<file path="src/rtl/esc_pkg.sv">
package esc_pkg;
   typedef enum logic [2:0] {
      K_NONE  = 3'd0,
      K_DATA  = 3'd1,
      K_START = 3'd2,
      K_END   = 3'd3,
      K_BUSY  = 3'd4,
      K_FREE  = 3'd5,
      K_BAD   = 3'd6
   } kind_t;

   localparam logic [3:0] CODE_NULL  = 4'd0;
   localparam logic [3:0] CODE_PAD   = 4'd1;
   localparam logic [3:0] CODE_START = 4'd2;
   localparam logic [3:0] CODE_BUSY  = 4'd3;
   localparam logic [3:0] CODE_FREE  = 4'd4;
   localparam logic [1:0] END_PREFIX = 2'b10;
endpackage

</file>
<file path="src/rtl/esc_classify.sv">
module esc_classify
   import esc_pkg::*;
#(
   parameter int DATA_W = 16
) (
   input  logic              in_valid,
   input  logic              in_ctrl,
   input  logic [DATA_W-1:0] in_word,
   input  logic              in_err,
   output kind_t             kind,
   output logic [1:0]        variant
);
   localparam int CODE_W = 4;

   logic [CODE_W-1:0] code;
   assign code    = in_word[CODE_W-1:0];
   assign variant = code[1:0];

   always_comb begin
      kind = K_NONE;
      if (!in_valid) begin
         kind = K_NONE;
      end else if (in_err) begin
         kind = K_BAD;
      end else if (!in_ctrl) begin
         kind = K_DATA;
      end else if (code[3:2] == END_PREFIX) begin
         kind = K_END;
      end else begin
         case (code)
            CODE_NULL, CODE_PAD: kind = K_NONE;
            CODE_START:          kind = K_START;
            CODE_BUSY:           kind = K_BUSY;
            CODE_FREE:           kind = K_FREE;
            default:             kind = K_BAD;
         endcase
      end
   end
endmodule

</file>
<file path="src/rtl/esc_track.sv">
module esc_track
   import esc_pkg::*;
#(
   parameter int DATA_W = 16
) (
   input  logic              clk,
   input  logic              rst_n,
   input  kind_t             kind,
   input  logic [1:0]        variant,
   input  logic [DATA_W-1:0] word,
   output logic              pay_wr,
   output logic [DATA_W-1:0] pay_data,
   output logic              evt_open,
   output logic              evt_close,
   output logic [1:0]        close_code,
   output logic              close_abort,
   output logic              busy_stb,
   output logic              free_stb,
   output logic              in_event,
   output logic              init_req,
   output logic              err_ev,
   output logic              err_gap
);
   always_comb begin
      err_ev  = in_event && (kind == K_BAD || kind == K_START);
      err_gap = !in_event && (kind == K_BAD || kind == K_DATA || kind == K_END);
   end

   always_ff @(posedge clk) begin
      if (!rst_n) begin
         pay_wr      <= 1'b0;
         pay_data    <= '0;
         evt_open    <= 1'b0;
         evt_close   <= 1'b0;
         close_code  <= 2'd0;
         close_abort <= 1'b0;
         busy_stb    <= 1'b0;
         free_stb    <= 1'b0;
         in_event    <= 1'b0;
         init_req    <= 1'b0;
      end else begin
         pay_wr      <= 1'b0;
         pay_data    <= '0;
         evt_open    <= 1'b0;
         evt_close   <= 1'b0;
         close_code  <= 2'd0;
         close_abort <= 1'b0;
         busy_stb    <= 1'b0;
         free_stb    <= 1'b0;
         init_req    <= 1'b0;
         case (kind)
            K_DATA: if (in_event) begin
               pay_wr   <= 1'b1;
               pay_data <= word;
            end
            K_START: begin
               evt_open <= 1'b1;
               in_event <= 1'b1;
               if (in_event) begin
                  evt_close   <= 1'b1;
                  close_abort <= 1'b1;
                  init_req    <= 1'b1;
               end
            end
            K_END: if (in_event) begin
               evt_close  <= 1'b1;
               close_code <= variant;
               in_event   <= 1'b0;
            end
            K_BUSY: busy_stb <= 1'b1;
            K_FREE: free_stb <= 1'b1;
            K_BAD:  if (in_event) init_req <= 1'b1;
            default: ;
         endcase
      end
   end

   a_r6_pay_in_event: assert property (@(posedge clk) disable iff (!rst_n)
      pay_wr |-> in_event);
   a_r10_init_from_event: assert property (@(posedge clk) disable iff (!rst_n)
      init_req |-> $past(in_event));
   a_r5_open_enters: assert property (@(posedge clk) disable iff (!rst_n)
      evt_open |-> in_event);
   a_r7_close_leaves: assert property (@(posedge clk) disable iff (!rst_n)
      (evt_close && !evt_open) |-> !in_event);
   a_r9_strobe_excl: assert property (@(posedge clk) disable iff (!rst_n)
      $onehot0({pay_wr, evt_open, busy_stb, free_stb}));
endmodule

</file>
<file path="src/rtl/esc_errcnt.sv">
module esc_errcnt #(
   parameter int CNT_W    = 8,
   parameter bit SATURATE = 1'b1
) (
   input  logic             clk,
   input  logic             rst_n,
   input  logic             inc,
   output logic [CNT_W-1:0] cnt
);
   localparam logic [CNT_W-1:0] TOP = {CNT_W{1'b1}};

   generate
      if (SATURATE) begin : g_sat
         always_ff @(posedge clk) begin
            if (!rst_n)                cnt <= '0;
            else if (inc && cnt != TOP) cnt <= cnt + 1'b1;
         end
         a_r12_no_wrap: assert property (@(posedge clk) disable iff (!rst_n)
            (cnt == TOP) |=> (cnt == TOP));
      end else begin : g_wrap
         always_ff @(posedge clk) begin
            if (!rst_n)   cnt <= '0;
            else if (inc) cnt <= cnt + 1'b1;
         end
      end
   endgenerate

   a_r11_step_one: assert property (@(posedge clk) disable iff (!rst_n)
      !$stable(cnt) |-> $past(inc));
endmodule

</file>
<file path="src/rtl/esc_filter.sv">
module esc_filter
   import esc_pkg::*;
#(
   parameter int DATA_W   = 16,
   parameter int CNT_W    = 8,
   parameter bit SATURATE = 1'b1
) (
   input  logic              clk,
   input  logic              rst_n,
   input  logic              in_valid,
   input  logic              in_ctrl,
   input  logic [DATA_W-1:0] in_word,
   input  logic              in_err,
   output logic              pay_wr,
   output logic [DATA_W-1:0] pay_data,
   output logic              evt_open,
   output logic              evt_close,
   output logic [1:0]        close_code,
   output logic              close_abort,
   output logic              busy_stb,
   output logic              free_stb,
   output logic              in_event,
   output logic              init_req,
   output logic [CNT_W-1:0]  ev_err_cnt,
   output logic [CNT_W-1:0]  gap_err_cnt
);
   generate
      if (DATA_W < 4) begin : g_bad_width
         $error("esc_filter: DATA_W must hold a 4-bit control code");
      end
      if (CNT_W < 1) begin : g_bad_cnt
         $error("esc_filter: CNT_W must be at least 1");
      end
   endgenerate

   kind_t      kind;
   logic [1:0] variant;
   logic       err_ev;
   logic       err_gap;

   esc_classify #(.DATA_W(DATA_W)) u_cls (
      .in_valid (in_valid),
      .in_ctrl  (in_ctrl),
      .in_word  (in_word),
      .in_err   (in_err),
      .kind     (kind),
      .variant  (variant)
   );

   esc_track #(.DATA_W(DATA_W)) u_trk (
      .clk         (clk),
      .rst_n       (rst_n),
      .kind        (kind),
      .variant     (variant),
      .word        (in_word),
      .pay_wr      (pay_wr),
      .pay_data    (pay_data),
      .evt_open    (evt_open),
      .evt_close   (evt_close),
      .close_code  (close_code),
      .close_abort (close_abort),
      .busy_stb    (busy_stb),
      .free_stb    (free_stb),
      .in_event    (in_event),
      .init_req    (init_req),
      .err_ev      (err_ev),
      .err_gap     (err_gap)
   );

   esc_errcnt #(.CNT_W(CNT_W), .SATURATE(SATURATE)) u_cnt_ev (
      .clk   (clk),
      .rst_n (rst_n),
      .inc   (err_ev),
      .cnt   (ev_err_cnt)
   );

   esc_errcnt #(.CNT_W(CNT_W), .SATURATE(SATURATE)) u_cnt_gap (
      .clk   (clk),
      .rst_n (rst_n),
      .inc   (err_gap),
      .cnt   (gap_err_cnt)
   );

   a_r11_gap_no_init: assert property (@(posedge clk) disable iff (!rst_n)
      (!in_event && !evt_open) |=> !init_req);
endmodule

</file>
<file path="config.mk">
export PLATFORM = sky130hd
export DESIGN_NAME = esc_filter
export DESIGN_NICKNAME = d
export VERILOG_FILES = /design/src/rtl/esc_pkg.sv /design/src/rtl/esc_classify.sv /design/src/rtl/esc_track.sv /design/src/rtl/esc_errcnt.sv /design/src/rtl/esc_filter.sv
export SDC_FILE = /design/constraint.sdc
export NUM_CORES = 1
export LEC_CHECK = 0
export ABC_AREA = 1
export BUFFER_PORTS_ARGS = -buffer_cell sky130_fd_sc_hd__buf_4
export CAP_MARGIN = 40
export CORE_AREA = 5 5 92 51
export CTS_CLUSTER_DIAMETER = 120
export DETAILED_ROUTE_END_ITERATION = 7
export DIE_AREA = 0 0 97 56
export PLACE_DENSITY = 0.79
export SYNTH_ARGS = -nofsm -noshare
export SYNTH_HDL_FRONTEND = slang
export SYNTH_SLANG_ARGS = --single-unit
</file>
<file path="constraint.sdc">
create_clock -name clk -period 1.69 [get_ports clk]
set_input_delay 0.0845 -clock clk [delete_from_list [all_inputs] [get_ports clk]]
set_output_delay 0.0845 -clock clk [all_outputs]
set_load 0.02 [all_outputs]
</file>
Yosys cells after proc, flatten, opt, wreduce, memory -nomap -nowiden
Cells that the tools add are included.
{"block": "word_totals", "regBits": 42, "input_bits": 21, "output_inout_bits": 42, "wordCells": 56}
{"block": "op_classes", "add_sub_neg": 2, "n_eq_ne": 13, "mux": 10, "n_reduce_logical": 19}
{"cell": "8-bit by 1-bit adder with 8-bit output, second input constant", "n": 2}
{"cell": "8-bit inequality test, second input constant", "n": 2}
{"cell": "3-bit 2-to-1 mux", "n": 4}
{"cell": "3-bit one-hot mux with 4 select lines", "n": 1}
{"cell": "3-bit == test, second input constant", "n": 3}
{"cell": "4-bit by 2-bit == test with 1-bit output, second input constant", "n": 2}
{"cell": "2-bit AND reduction", "n": 4}
{"cell": "3-bit by 2-bit == test with 1-bit output, second input constant", "n": 2}
{"cell": "3-bit AND reduction", "n": 2}
{"cell": "2-bit OR reduction", "n": 3}
{"cell": "4-bit by 1-bit == test with 1-bit output, second input constant", "n": 1}
{"cell": "4-bit by 3-bit == test with 1-bit output, second input constant", "n": 1}
{"cell": "1-bit logical AND", "n": 4}
{"cell": "4-bit logical NOT", "n": 1}
{"cell": "1-bit 2-to-1 mux", "n": 4}
{"cell": "3-bit by 1-bit == test with 1-bit output, second input constant", "n": 1}
{"cell": "1-bit logical OR", "n": 3}
{"cell": "2-bit == test, second input constant", "n": 1}
{"cell": "1-bit one-hot mux with 2 select lines", "n": 1}
{"cell": "2-bit nonzero test", "n": 1}
{"cell": "1-bit logical NOT", "n": 1}

Logic depth before layout (Yosys ltp)
Gate-level depths: netlist (run 1).
{"block": "logic_depth", "word_depth": 12, "depth_mapped": 12, "mapped_depth_nobuf": 12}

By module
Synthesis (run 1) repeated with hierarchy kept, for this count alone.
{"block": "hier_totals", "hier_cells": 261, "area_unflattened_um2": 1910.6}
{"module": "esc_errcnt", "n_inst": 2, "cells_each": 76, "area_per_inst_um2": 496.7, "seq_area_each_um2": 160.2}
{"module": "esc_track", "n_inst": 1, "cells_each": 89, "area_per_inst_um2": 820.8, "seq_area_each_um2": 520.5}
{"module": "esc_classify", "n_inst": 1, "cells_each": 20, "area_per_inst_um2": 96.3, "seq_area_each_um2": 0.0}

Worst setup path after synthesis (run 1)
No wires, ideal clock.
{"block": "synth_path", "path_kind": "reg-to-reg", "from": "register u_cnt_gap.cnt[0]", "to": "register u_cnt_gap.cnt[6]", "setup_time_ps": 70, "t_arrival_ps": 1529, "required_ps": 1620, "slack_ps": 90, "path_stages_with_launch": 8, "path_buffers": 0, "synth_period_minus_slack_ps": 1600, "path_cell_list": "dfxtp_1 > ha_1 > nand2_1 > nor3b_4 > a31oi_4 > nand2_4 > nand2_1 > a21oi_1"}
{"block": "synth_via", "elab_chain_cells": 2, "elab_cells_between_ends": 3, "cone_classes": "add/sub: 1; eq/ne: 1; reduce/logical: 1"}
{"item": "start: declaration", "line_no": "esc_errcnt.sv:8", "rtl": "output logic [CNT_W-1:0] cnt"}
{"item": "start signal: assignment", "line_no": "esc_errcnt.sv:16", "rtl": "else if (inc && cnt != TOP) cnt <= cnt + 1'b1;"}
{"item": "branches (longest 2 deep; another with 8-bit by 1-bit adder with 8-bit output)"}
Parallel ways; which one is timed is not known.
A chain may end at the register's enable or synchronous reset.

Final worst setup path (run 1)
{"block": "layout_path", "from": "register u_cnt_gap.cnt[0]", "to": "register u_cnt_gap.cnt[2]"}
Same word-level chain as after synthesis.

==> metrics.md, run 1 <==
| Metric | Value |
|---|---|
| Non-filler cells, final | `339` |
| Setup TNS | `0 ns` |
| CP delay by family, top | `simple AND/OR/NAND/NOR gates` |
| Yosys Warn Count | `0` |
| Drt first-iter violations | `51` |
| Filler cell count | `343` |
| Number of library cell types mapped by synthesis | `26` |
| WL/cell | `11.7 um` |
| Post-Syn Area per Cell | `8.29 um2` |
| CP max FO | `8` |
| Detailed Place HPWL | `3070 um` |
| Post-synth EDFFs | `0` |
| Switching power total | `0.449 mW` |
| Hold Path Sink | `u_trk.pay_data[13]` |
| Total grt overflow | `0` |
| Pwr Density | `757 mW/mm2` |
| Area occupied by multi-input gates | `764 um2` |
| Initial antenna violation count | `0` |
| Sw Share | `0.247` |
| Relative slew slack | `0.648` |
| Clock slew at reported path FFs | `0.08 ns` |
| Biggest cell delay along the critical path | `0.38 ns` |
| Sequential Power Share | `0.555` |
| Final hold vios | `0` |
| CP max stage cell | `dfxtp_2` |
| Worst path required time | `1.84 ns` |
| All-Layer GR Usage | `0.152` |
| Worst slew pin tran | `0.527 ns` |
| Final WS setup | `0.129 ns` |
| Antenna-violating nets left | `0` |
| Critical path buffers and inverters | `1` |
| Reg-to-Reg Start | `u_cnt_gap.cnt[0]` |
| Layout cell share with drive strength beyond 1 | `0.379` |
| Place WS | `0.0664 ns` |
| Initial Utilization | `0.460` |
| Nets | `307` |
| P&R area growth vs syn | `38.1%` |
| Number of cells produced by synthesis | `210` |
| Buffers on Ports | `62` |
| Routed WL | `3960 um` |
| VDD IR max | `0.000456 V` |
| Hold depth | `3` |
| Die Height | `56 um` |
| RSZ-0062 raised after global routing | `false` |
| Critical-path cell list | `ha_2 > nand2_1 > nor3b_4 > a31oi_4 > buf_4 > nand3_1 > a21oi_1` |
| Reg area | `845 um2` |
| Setup slack, reg-to-reg | `0.13 ns` |
| Final period util | `0.924` |
| Pre-antenna DRT Iters | `4` |
| Antenna Cells | `0` |
| Residual DRC | `0` |
| Post-DR vias/cell | `4.53` |
| Top Ports | `63` |
| CTS sink cnt | `42` |
| Final core utilization | `0.636` |
| Maxcap violations | `0` |
| Final GP Congestion | `0.843` |
| Crit end category | `flop` |
| Worst min-delay path startpoint | `in_word[13]` |
| Internal Power | `1.37 mW` |
| Sequential-to-total area share from yosys stat | `0.483` |
| CP Class | `flop to flop` |
| Number of global-route vias before repair | `1509` |
| First-pass GRT wire length | `6860 um` |
| Core ar. | `0.00378 mm2` |
| Ys flop type | `dfxtp_1` |
| Die width | `97 um` |
| Comb power frac | `0.102` |
| Clk_skew | `0.00864 ns` |
| Status | `finished, final reports clean` |
| Final Max Tran Viols | `0` |
| Total number of vias | `1535` |
| Startpoint types | `flop` |
| CTS Buf Count | `5` |
| Root buf cell | `clkbuf_8` |
| Clk Latency, worst-skew pair | `0.29 ns` |
| Inst Count DP | `326` |
| Lkg Pwr | `1.20 nW` |
| HP Class | `input port to flop` |
| Largest net degree at the start of global routing | `18` |
| Critical path data arrival time | `1.71 ns` |
| Final setup fails | `0` |
| Maximum buffer depth of the clock tree | `2` |
| Async set-reset flop share out of synthesis | `0` |
| Reg2Reg Depth | `7` |
| Die area | `0.00543 mm2` |
| CTS tree | `done` |
| Synthesized Nets | `233` |
| FP Rows | `16` |
| Worst R2R End | `u_cnt_gap.cnt[2]` |
| Clock period minus worst slack | `1.56 ns` |
| Post-Syn Area | `0.00174 mm2` |
| FF+latch count, synth | `42` |
| Max H-tree Level | `2` |
| Fmax | `640 MHz` |
| Clock Power Share | `0.343` |
layout by cell type, fill, tap and decap left out:
cell type and instances:
xor2_1 8, nor3_2 1, ha_2 1, clkbuf_8 5, nor3b_4 1, nand2_2 4
nor3_1 1, nand4_1 3, nor2_1 23, a31oi_4 1, a21oi_1 15, dfxtp_1 39
ha_1 1, o21ai_1 2, inv_2 5, buf_4 69, dfxtp_2 3, nor2_2 11
nor4_1 2, nand2_1 29, nand3_2 1, nand2_4 2, clkinv_4 1, nand3_4 1
nand3_1 20, clkbuf_1 1, clkinv_2 1, o21ai_0 2, nor2_8 1, xnor2_1 3
inv_1 28
kinds of logic after synthesis:
| kind of cell | after synthesis | synth area share |
|---|---|---|
| simple gates | 100 | 0.301 |
| flops | 42 | 0.483 |
| buf+inv | 35 | 0.0797 |
| compound gates | 20 | 0.0668 |
| xor+xnor | 11 | 0.0553 |
| fa+ha+maj | 2 | 0.0144 |
synth_stat cells, types with 2 or more instances:
cell / instances / share of area
inv_1: 28 / 0.060
nand4_1: 3 / 0.011
nand3_1: 20 / 0.057
ha_1: 2 / 0.014
nor2_2: 11 / 0.040
dfxtp_1: 42 / 0.48
nand2_1: 29 / 0.062
xnor2_1: 3 / 0.015
xor2_1: 8 / 0.040
a21oi_1: 15 / 0.043
nand2_4: 2 / 0.013
nand2_2: 4 / 0.014
o21ai_1: 2 / 0.0057
nor2_1: 23 / 0.050
o21ai_0: 2 / 0.0057
nor4_1: 2 / 0.0072
inv_2: 5 / 0.011
state kept, by name, summed over array words and instances (netlist names):
| name | flops |
|---|---|
| u_trk.evt_close | 1 |
| u_trk.pay_wr | 1 |
| u_trk.close_abort | 1 |
| u_trk.close_code | 2 |
| u_trk.pay_data | 16 |
| u_trk.busy_stb | 1 |
| u_trk.free_stb | 1 |
| u_cnt_gap.cnt | 8 |
| u_trk.init_req | 1 |
| u_trk.in_event | 1 |
| u_cnt_ev.cnt | 8 |
| u_trk.evt_open | 1 |
how the worst max path moves through the flow:
stage                     start  cells past startpoint  slack (ns)               end
2_1_floorplan  u_cnt_gap.cnt[0]                      7        0.09  u_cnt_gap.cnt[6]
3_5_place_dp   u_cnt_gap.cnt[0]                      7        0.07  u_cnt_gap.cnt[2]
5_1_grt         u_cnt_ev.cnt[1]                      9        0.01   u_cnt_ev.cnt[6]
4_1_cts        u_cnt_gap.cnt[0]                      7        0.04  u_cnt_gap.cnt[2]
6_report       u_cnt_gap.cnt[0]                      7        0.13  u_cnt_gap.cnt[2]
3_3_place_gp   u_cnt_gap.cnt[0]                      7        0.18  u_cnt_gap.cnt[5]
final cells by class:
cell class,instances,area share
Inverter,33,0.0515
Sequential cell,42,0.351
Clock buffer,6,0.0302
Multi-Input combinational cell,133,0.318
Tap cell,54,0.0281
Timing Repair Buffer,69,0.215
Clock inverter,2,0.00572
routing by layer:
layer | wire [um] | GRT usage | vias to the layer above | part of all wire
met5 | 0 | 0 | - | 0
li1 | - | - | 807 | -
met1 | 2120 | 0.209 | 681 | 0.53
met2 | 1530 | 0.218 | 43 | 0.39
met4 | 27 | 0.0260 | 0 | 0.0068
met3 | 279 | 0.0738 | 4 | 0.070
metrics by stage:
step / hold WS, ns / cell area (um2) / power, mW
floorplan: 0.197 / 1740 / 1.13
global placement: 0.298 / 2270 / 1.20
detailed placement: 0.305 / 2270 / 1.21
CTS: 0.00591 / 2360 / 1.84
global route: 0.00584 / 2400 / 1.92
finish: 0.0120 / 2400 / 1.82
power by group through the flow:
stage | clock [mW] | sequential (mW) | combinational (mW)
2_1_floorplan | 0 | 1.04 | 0.0877
3_3_place_gp | 0 | 1.03 | 0.173
3_5_place_dp | 0 | 1.03 | 0.177
4_1_cts | 0.650 | 1.01 | 0.177
5_1_grt | 0.699 | 1.01 | 0.207
6_report | 0.624 | 1.01 | 0.186
repair_timing:
item,CTS,global route
hold buffers,0,0
gates resized for setup,0,4
endpoints found under the setup margin,0,9
setup buffers,0,5
worst register-to-register path, stage by stage (launching register included):
cell and delay [ns]:
dfxtp_2 0.38, ha_2 0.19, nand2_1 0.10, nor3b_4 0.26, a31oi_4 0.18, buf_4 0.18
nand3_1 0.07, a21oi_1 0.07
(Power assumes the default switching activity.)
==> run 2, diff against run 1 <==
- CELL_PAD_IN_SITES_DETAIL_PLACEMENT: default -> 1
- CELL_PAD_IN_SITES_GLOBAL_PLACEMENT: default -> 2
- CORE_AREA: 5 5 92 51 -> 5 5 120 65
- CTS_BUF_LIST: default -> sky130_fd_sc_hd__clkbuf_16
- DIE_AREA: 0 0 97 56 -> 0 0 125 70
- PLACE_DENSITY: 0.79 -> 0.8
==> run 2 against run 1 <==
  * Via count rose by 3.6%
  * Clock power increased by 47%
  * Power is 16% higher
  * Wire length is 21% higher
  * Maximum frequency is 0.60% higher
  * Critical path depth is the same
  * Clock skew down 0.0043 ns
  * Cell count rose by 11%
  * Global-route usage shrank 3.9 points
  * Sequential cell count did not move
  * Combinational power is essentially flat
==> metrics.md, run 2 (synthesized netlist as in run 1, its figures left out) <==
| Metric | Value |
|---|---|
| Hold WS | `0.0149 ns (was 0.0120 ns)` |
| Hold depth | `3 (unchanged)` |
| Post-DR vias/cell | `4.22 (was 4.53)` |
| CTS Buf Count | `5 (unchanged)` |
| Initial antenna violation count | `0 (unchanged)` |
| Clock period minus worst slack | `1.55 ns (was 1.56 ns)` |
| Die area | `0.00875 mm2 (was 0.00543 mm2)` |
| Non-filler cells, final | `377 (was 339)` |
| Relative slew slack | `0.802 (was 0.648)` |
| First-pass GRT wire length | `8110 um (was 6860 um)` |
| Maxcap violations | `0 (unchanged)` |
| Clock Power Share | `0.433 (was 0.343)` |
| Worst path required time | `1.91 ns (was 1.84 ns)` |
| Max H-tree Level | `2 (unchanged)` |
| Setup TNS | `0 ns (unchanged)` |
| Design Area, Final | `0.00250 mm2 (was 0.00240 mm2)` |
| Fmax | `644 MHz (was 640 MHz)` |
| Clk Latency, worst-skew pair | `0.28 ns (was 0.29 ns)` |
| Antenna Cells | `0 (unchanged)` |
| Final WS setup | `0.138 ns (was 0.129 ns)` |
| Area occupied by multi-input gates | `764 um2 (unchanged)` |
| Commonest non-fill, non-tap cell in the layout | `buf_4 (unchanged)` |
| Reg area | `843 um2 (was 845 um2)` |
| M3 GR Usage | `0.0427 (was 0.0738)` |
| M1 GR Usage | `0.132 (was 0.209)` |
| Routed WL | `4780 um (was 3960 um)` |
| Filler cell count | `778 (was 343)` |
| CP delay by family, top | `compound AO/OA/AOI/OAI gates (was simple AND/OR/NAND/NOR gates)` |
| Top Ports | `63 (unchanged)` |
| Switching power total | `0.503 mW (was 0.449 mW)` |
| Die width | `125 um (was 97 um)` |
| Drt first-iter violations | `87 (was 51)` |
| Layout cell share with drive strength beyond 1 | `0.368 (was 0.379)` |
| Initial Utilization | `0.266 (was 0.460)` |
| Crit. path cell count | `7 (unchanged)` |
| Detailed Place HPWL | `3660 um (was 3070 um)` |
| Core ar. | `0.00654 mm2 (was 0.00378 mm2)` |
| All-Layer GR Usage | `0.113 (was 0.152)` |
| Number of global-route vias before repair | `1691 (was 1509)` |
| Final GP Congestion | `0.805 (was 0.843)` |
| Total grt overflow | `0 (unchanged)` |
| Residual DRC | `0 (unchanged)` |
| Final Max Tran Viols | `0 (unchanged)` |
| Worst slew pin tran | `0.297 ns (was 0.527 ns)` |
| Status | `finished, final reports clean (unchanged)` |
| Final period util | `0.918 (was 0.924)` |
| Critical-path cell list | `ha_1 > nand2_1 > nor3b_4 > a31oi_4 > buf_4 > nand3_1 > a21oi_1 (was ha_2 > nand2_1 > nor3b_4 > a31oi_4 > buf_4 > nand3_1 > a21oi_1)` |
| CTS tree | `done (unchanged)` |
| Clk_skew | `0.00438 ns (was 0.00864 ns)` |
| Top Registers | `u_trk.pay_data x16, u_cnt_ev.cnt x8, u_cnt_gap.cnt x8 (unchanged)` |
| Inst Count DP | `366 (was 326)` |
| CP max stage cell | `dfxtp_2 (unchanged)` |
| Buffers on Ports | `62 (unchanged)` |
| Biggest cell delay along the critical path | `0.34 ns (was 0.38 ns)` |
| Max reg flops | `16 (unchanged)` |
| Critical path buffers and inverters | `1 (unchanged)` |
| Lkg Pwr | `1.22 nW (was 1.20 nW)` |
| Clock slew at reported path FFs | `0.06 ns (was 0.08 ns)` |
| Startpoint types | `flop (unchanged)` |
| WL/cell | `12.7 um (was 11.7 um)` |
| CP Class | `flop to flop (unchanged)` |
| Total number of vias | `1591 (was 1535)` |
| Commonest cells after routing, fill and taps aside | `69 x buf_4, 40 x dfxtp_1, 29 x nand2_1, 28 x inv_1, 23 x nor2_1 (was 69 x buf_4, 39 x dfxtp_1, 29 x nand2_1, 28 x inv_1, 23 x nor2_1)` |
| Maximum buffer depth of the clock tree | `2 (unchanged)` |
| VDD IR max | `0.000301 V (was 0.000456 V)` |
| Internal Power | `1.61 mW (was 1.37 mW)` |
| Hold buffers post-CTS | `0 (unchanged)` |
| Crit end category | `flop (unchanged)` |
| Met2 GRT Util | `0.192 (was 0.218)` |
| Final setup fails | `0 (unchanged)` |
| CTS sink cnt | `42 (unchanged)` |
| RSZ-0062 raised after global routing | `false (unchanged)` |
| Final hold vios | `0 (unchanged)` |
| Sw Share | `0.238 (was 0.247)` |
| Place WS | `0.0287 ns (was 0.0664 ns)` |
| FP Rows | `21 (was 16)` |
| Comb power frac | `0.088 (was 0.102)` |
| Reg2Reg Depth | `7 (unchanged)` |
| Critical path data arrival time | `1.77 ns (was 1.71 ns)` |
| Sequential Power Share | `0.478 (was 0.555)` |
| GRT busiest layer | `met2 (unchanged)` |
| Most flop-heavy register | `u_trk.pay_data (unchanged)` |
| Die Height | `70 um (was 56 um)` |
| Pwr Density | `845 mW/mm2 (was 757 mW/mm2)` |
| HP Class | `input port to flop (unchanged)` |
| P&R area growth vs syn | `43.6% (was 38.1%)` |
| Root buf cell | `clkbuf_16 (was clkbuf_8)` |
| Placed instance area | `0.00234 mm2 (was 0.00227 mm2)` |
| CP max FO | `8 (unchanged)` |
| Pre-antenna DRT Iters | `4 (unchanged)` |
| Antenna-violating nets left | `0 (unchanged)` |
| Nets | `307 (unchanged)` |
| Largest net degree at the start of global routing | `18 (unchanged)` |
[run 2: cell types whose count changed in the layout (fill, tap and decap cells not counted)]
cell	previous run	this run
clkbuf_16	0	5
clkbuf_8	5	0
clkinv_1	0	3
clkbuf_1	1	0
clkinv_2	1	0
clkinv_4	1	0
dfxtp_1	39	40
dfxtp_2	3	2
[run 2: path summary, 6_finish.rpt]
path                            slack [ns]                 end              from
worst max-delay path                  0.14    u_cnt_gap.cnt[3]  u_cnt_gap.cnt[0]
worst min-delay path                  0.01  u_trk.pay_data[15]       in_word[15]
worst max register to register        0.14    u_cnt_gap.cnt[3]  u_cnt_gap.cnt[0]
worst min register to register        0.49    u_cnt_gap.cnt[0]  u_cnt_gap.cnt[0]
[run 2: repair_timing]
item / 4_1_cts / 5_1_grt
setup endpoints to repair: 0 / 9
resized for setup: 0 / 3
buffers inserted: 0 / 3
[run 2: through the flow]
step / total power, mW / util
after global placement: 1.21 / 0.357
after detailed placement: 1.22 / 0.357
after CTS: 2.16 / 0.378
after global routing: 2.23 / 0.382
final: 2.11 / 0.382
after floorplan: 1.13 / -
[run 2: power by group through the flow]
| stage | Clock (mW) | Combinational, mW | Sequential (mW) |
|---|---|---|---|
| finish | 0.916 | 0.187 | 1.01 |
| global placement | 0 | 0.177 | 1.03 |
| global route | 1.01 | 0.206 | 1.01 |
| CTS | 0.963 | 0.185 | 1.01 |
| floorplan | 0 | 0.0877 | 1.04 |
| detailed placement | 0 | 0.183 | 1.03 |
[run 2: layout make-up]
| cell class | instances | area share |
|---|---|---|
| Timing Repair Buffer | 69 | 0.207 |
| Sequential cell | 42 | 0.337 |
| Clock buffer | 5 | 0.0500 |
| Clock inverter | 3 | 0.00450 |
| Multi-Input combinational cell | 133 | 0.306 |
| Inverter | 33 | 0.0495 |
| Tap cell | 92 | 0.0460 |
[run 2: worst min-delay path, stage by stage]
cell and delay [ns]:
buf_4 0.07, inv_1 0.03, nor2_1 0.08
[run 2: layer usage]
layer	vias to the layer above	part of all wire
met5	-	0
met4	0	0.0092
met3	4	0.053
met2	36	0.49
met1	744	0.45
li1	807	-
==> run 3, diff against run 2 <==
- CORE_AREA: 5 5 120 65 -> 2 2 117 62
- DIE_AREA: 0 0 125 70 -> 0 0 119 64
==> run 3 against run 2 <==
  * Clock power fell by 1%
  * Clock-buffer cell count stayed put
  * Register-to-register slack worse by 0.03 ns
  * Sequential cell count is the same
  * Non-clock buffer count up 1
  * Critical path depth is the same
  * Cell count is 0.27% higher
  * Combinational power is essentially flat
  * Clock skew grew 0.0025 ns
==> metrics.md, run 3 (synthesized netlist as in run 1, its figures left out) <==
| Metric | Value |
|---|---|
| Met1 WL | `1990 um (was 2160 um)` |
| P&R area growth vs syn | `44.2% (was 43.6%)` |
| Top Registers | `u_trk.pay_data x16, u_cnt_ev.cnt x8, u_cnt_gap.cnt x8 (unchanged)` |
| FP Rows | `21 (unchanged)` |
| Clk Latency, worst-skew pair | `0.28 ns (about the same)` |
| Buffers on Ports | `62 (unchanged)` |
| RSZ-0062 raised after global routing | `false (unchanged)` |
| CTS Buf Count | `5 (unchanged)` |
| Relative slew slack | `0.822 (was 0.802)` |
| Initial antenna violation count | `0 (unchanged)` |
| Critical path data arrival time | `1.75 ns (was 1.77 ns)` |
| Die Height | `64 um (was 70 um)` |
| Antenna Cells | `0 (unchanged)` |
| Critical-path cell list | `ha_2 > nand2_1 > nor3b_4 > a31oi_4 > buf_4 > nand3_1 > a21oi_1 (was ha_1 > nand2_1 > nor3b_4 > a31oi_4 > buf_4 > nand3_1 > a21oi_1)` |
| Hold WS | `0.0234 ns (was 0.0149 ns)` |
| CP max FO | `6 (was 8)` |
| Crit end category | `flop (unchanged)` |
| Pre-antenna DRT Iters | `3 (was 4)` |
| Routed WL | `4430 um (was 4780 um)` |
| Hold buffers post-CTS | `0 (unchanged)` |
| Drt first-iter violations | `90 (was 87)` |
| Final Max Tran Viols | `0 (unchanged)` |
| Number of global-route vias before repair | `1615 (was 1691)` |
| VDD IR max | `0.000496 V (was 0.000301 V)` |
| Lkg Pwr | `1.23 nW (was 1.22 nW)` |
| Place WS | `0.0127 ns (was 0.0287 ns)` |
| Routed wl met3 | `248 um (was 253 um)` |
| Nets | `308 (was 307)` |
| Detailed Place HPWL | `3400 um (was 3660 um)` |
| Status | `finished, final reports clean (unchanged)` |
| Maximum buffer depth of the clock tree | `2 (unchanged)` |
| DR top layer | `met4 (unchanged)` |
| Setup TNS | `0 ns (unchanged)` |
| Root buf cell | `clkbuf_16 (unchanged)` |
| Residual DRC | `0 (unchanged)` |
| Clk_skew | `0.00688 ns (was 0.00438 ns)` |
| Final hold vios | `0 (unchanged)` |
| Final GP Congestion | `0.804 (was 0.805)` |
| CP Class | `flop to flop (unchanged)` |
| WL/cell | `11.7 um (was 12.7 um)` |
| WL met2 | `2150 um (was 2320 um)` |
| Worst slew pin tran | `0.265 ns (was 0.297 ns)` |
| Core ar. | `0.00654 mm2 (unchanged)` |
| Commonest cells after routing, fill and taps aside | `70 x buf_4, 41 x dfxtp_1, 29 x inv_1, 29 x nand2_1, 22 x nor2_1 (was 69 x buf_4, 40 x dfxtp_1, 29 x nand2_1, 28 x inv_1, 23 x nor2_1)` |
| Placed instance area | `0.00234 mm2 (unchanged)` |
| Filler cell count | `789 (was 778)` |
| Layout cell share with drive strength beyond 1 | `0.374 (was 0.368)` |
| Pwr Density | `838 mW/mm2 (was 845 mW/mm2)` |
| Largest net degree at the start of global routing | `18 (unchanged)` |
| Final WS setup | `0.108 ns (was 0.138 ns)` |
| Initial Utilization | `0.266 (unchanged)` |
| Die area | `0.00762 mm2 (was 0.00875 mm2)` |
| All-Layer GR Usage | `0.122 (was 0.113)` |
| CP max stage cell | `dfxtp_1 (was dfxtp_2)` |
| Post-DR vias/cell | `4.22 (about the same)` |
| Antenna-violating nets left | `0 (unchanged)` |
| Clock period minus worst slack | `1.58 ns (was 1.55 ns)` |
| Total power | `2.11 mW (about the same)` |
| Max H-tree Level | `2 (unchanged)` |
| Final period util | `0.936 (was 0.918)` |
| Die width | `119 um (was 125 um)` |
| Commonest non-fill, non-tap cell in the layout | `buf_4 (unchanged)` |
| HP Class | `input port to flop (unchanged)` |
| Design Area, Final | `0.00251 mm2 (was 0.00250 mm2)` |
| Total number of vias | `1595 (was 1591)` |
| Maxcap violations | `0 (unchanged)` |
| Biggest cell delay along the critical path | `0.39 ns (was 0.34 ns)` |
| CTS tree | `done (unchanged)` |
| CTS sink cnt | `42 (unchanged)` |
| Fmax | `632 MHz (was 644 MHz)` |
| Final setup fails | `0 (unchanged)` |
| Most flop-heavy register | `u_trk.pay_data (unchanged)` |
| Worst path required time | `1.86 ns (was 1.91 ns)` |
| First-pass GRT wire length | `7550 um (was 8110 um)` |
| Top Ports | `63 (unchanged)` |
| Startpoint types | `flop (unchanged)` |
| Total grt overflow | `0 (unchanged)` |
| Clock slew at reported path FFs | `0.06 ns (about the same)` |
| Max reg flops | `16 (unchanged)` |
[run 3: changes by cell type in the layout (fill, tap and decap cells not counted)]
cell      delta
nor2_1       -1
dfxtp_1      +1
buf_4        +1
dfxtp_2      -1
clkinv_1     -2
nor2_2       +1
clkinv_2     +1
inv_1        +1
[run 3: report_power, final]
part / switching [mW] / leakage (nW) / internal (mW)
combinational: 0.109 / 0.819 / 0.0801
sequential: 0.0105 / 0.339 / 1.00
clock: 0.370 / 0.0724 / 0.534
total: 0.490 / 1.23 / 1.62
[run 3: final timing paths]
check / endpoint / slack [ns] / depth (start not counted) / start
hold reg to reg: u_cnt_gap.cnt[3] / 0.50 / 2 / u_cnt_gap.cnt[3]
setup / recovery: u_cnt_gap.cnt[1] / 0.11 / 7 / u_cnt_gap.cnt[1]
setup reg to reg: u_cnt_gap.cnt[1] / 0.11 / 7 / u_cnt_gap.cnt[1]
hold / removal: u_trk.pay_data[5] / 0.02 / 3 / in_word[5]
[run 3: layout make-up]
class / instances / area [um2] / area share
Clock buffer: 5 / 125 / 0.0498
Clock inverter: 3 / 12.5 / 0.00498
Inverter: 33 / 124 / 0.0493
Multi-Input combinational cell: 133 / 767 / 0.305
Sequential cell: 42 / 842 / 0.335
Tap cell: 92 / 115 / 0.0458
Timing Repair Buffer: 70 / 526 / 0.209
[run 3: what timing repair did]
action                     in CTS  in global routing
setup endpoints to repair       0                  9
setup buffers                   0                  4
gates resized for setup         0                  3
[run 3: stage by stage]
step | util | instances
final | 0.384 | 378
after floorplan | - | 210
after global routing | 0.384 | 378
after global placement | 0.357 | 366
after detailed placement | 0.357 | 366
after CTS | 0.378 | 374
[run 3: worst max-delay path: cells and delay by family (launching register included)]
kind,cells,cell delay (ns)
flops,1,0.39
fa+ha+maj,1,0.23
simple gates,3,0.43
compound gates,2,0.24
buf+inv,1,0.18
[run 3: metal layers]
metal | up-vias | global-route usage
met1 | 753 | 0.146
met2 | 31 | 0.206
met3 | 4 | 0.0473
li1 | 807 | -
met4 | 0 | 0.0357
met5 | - | 0
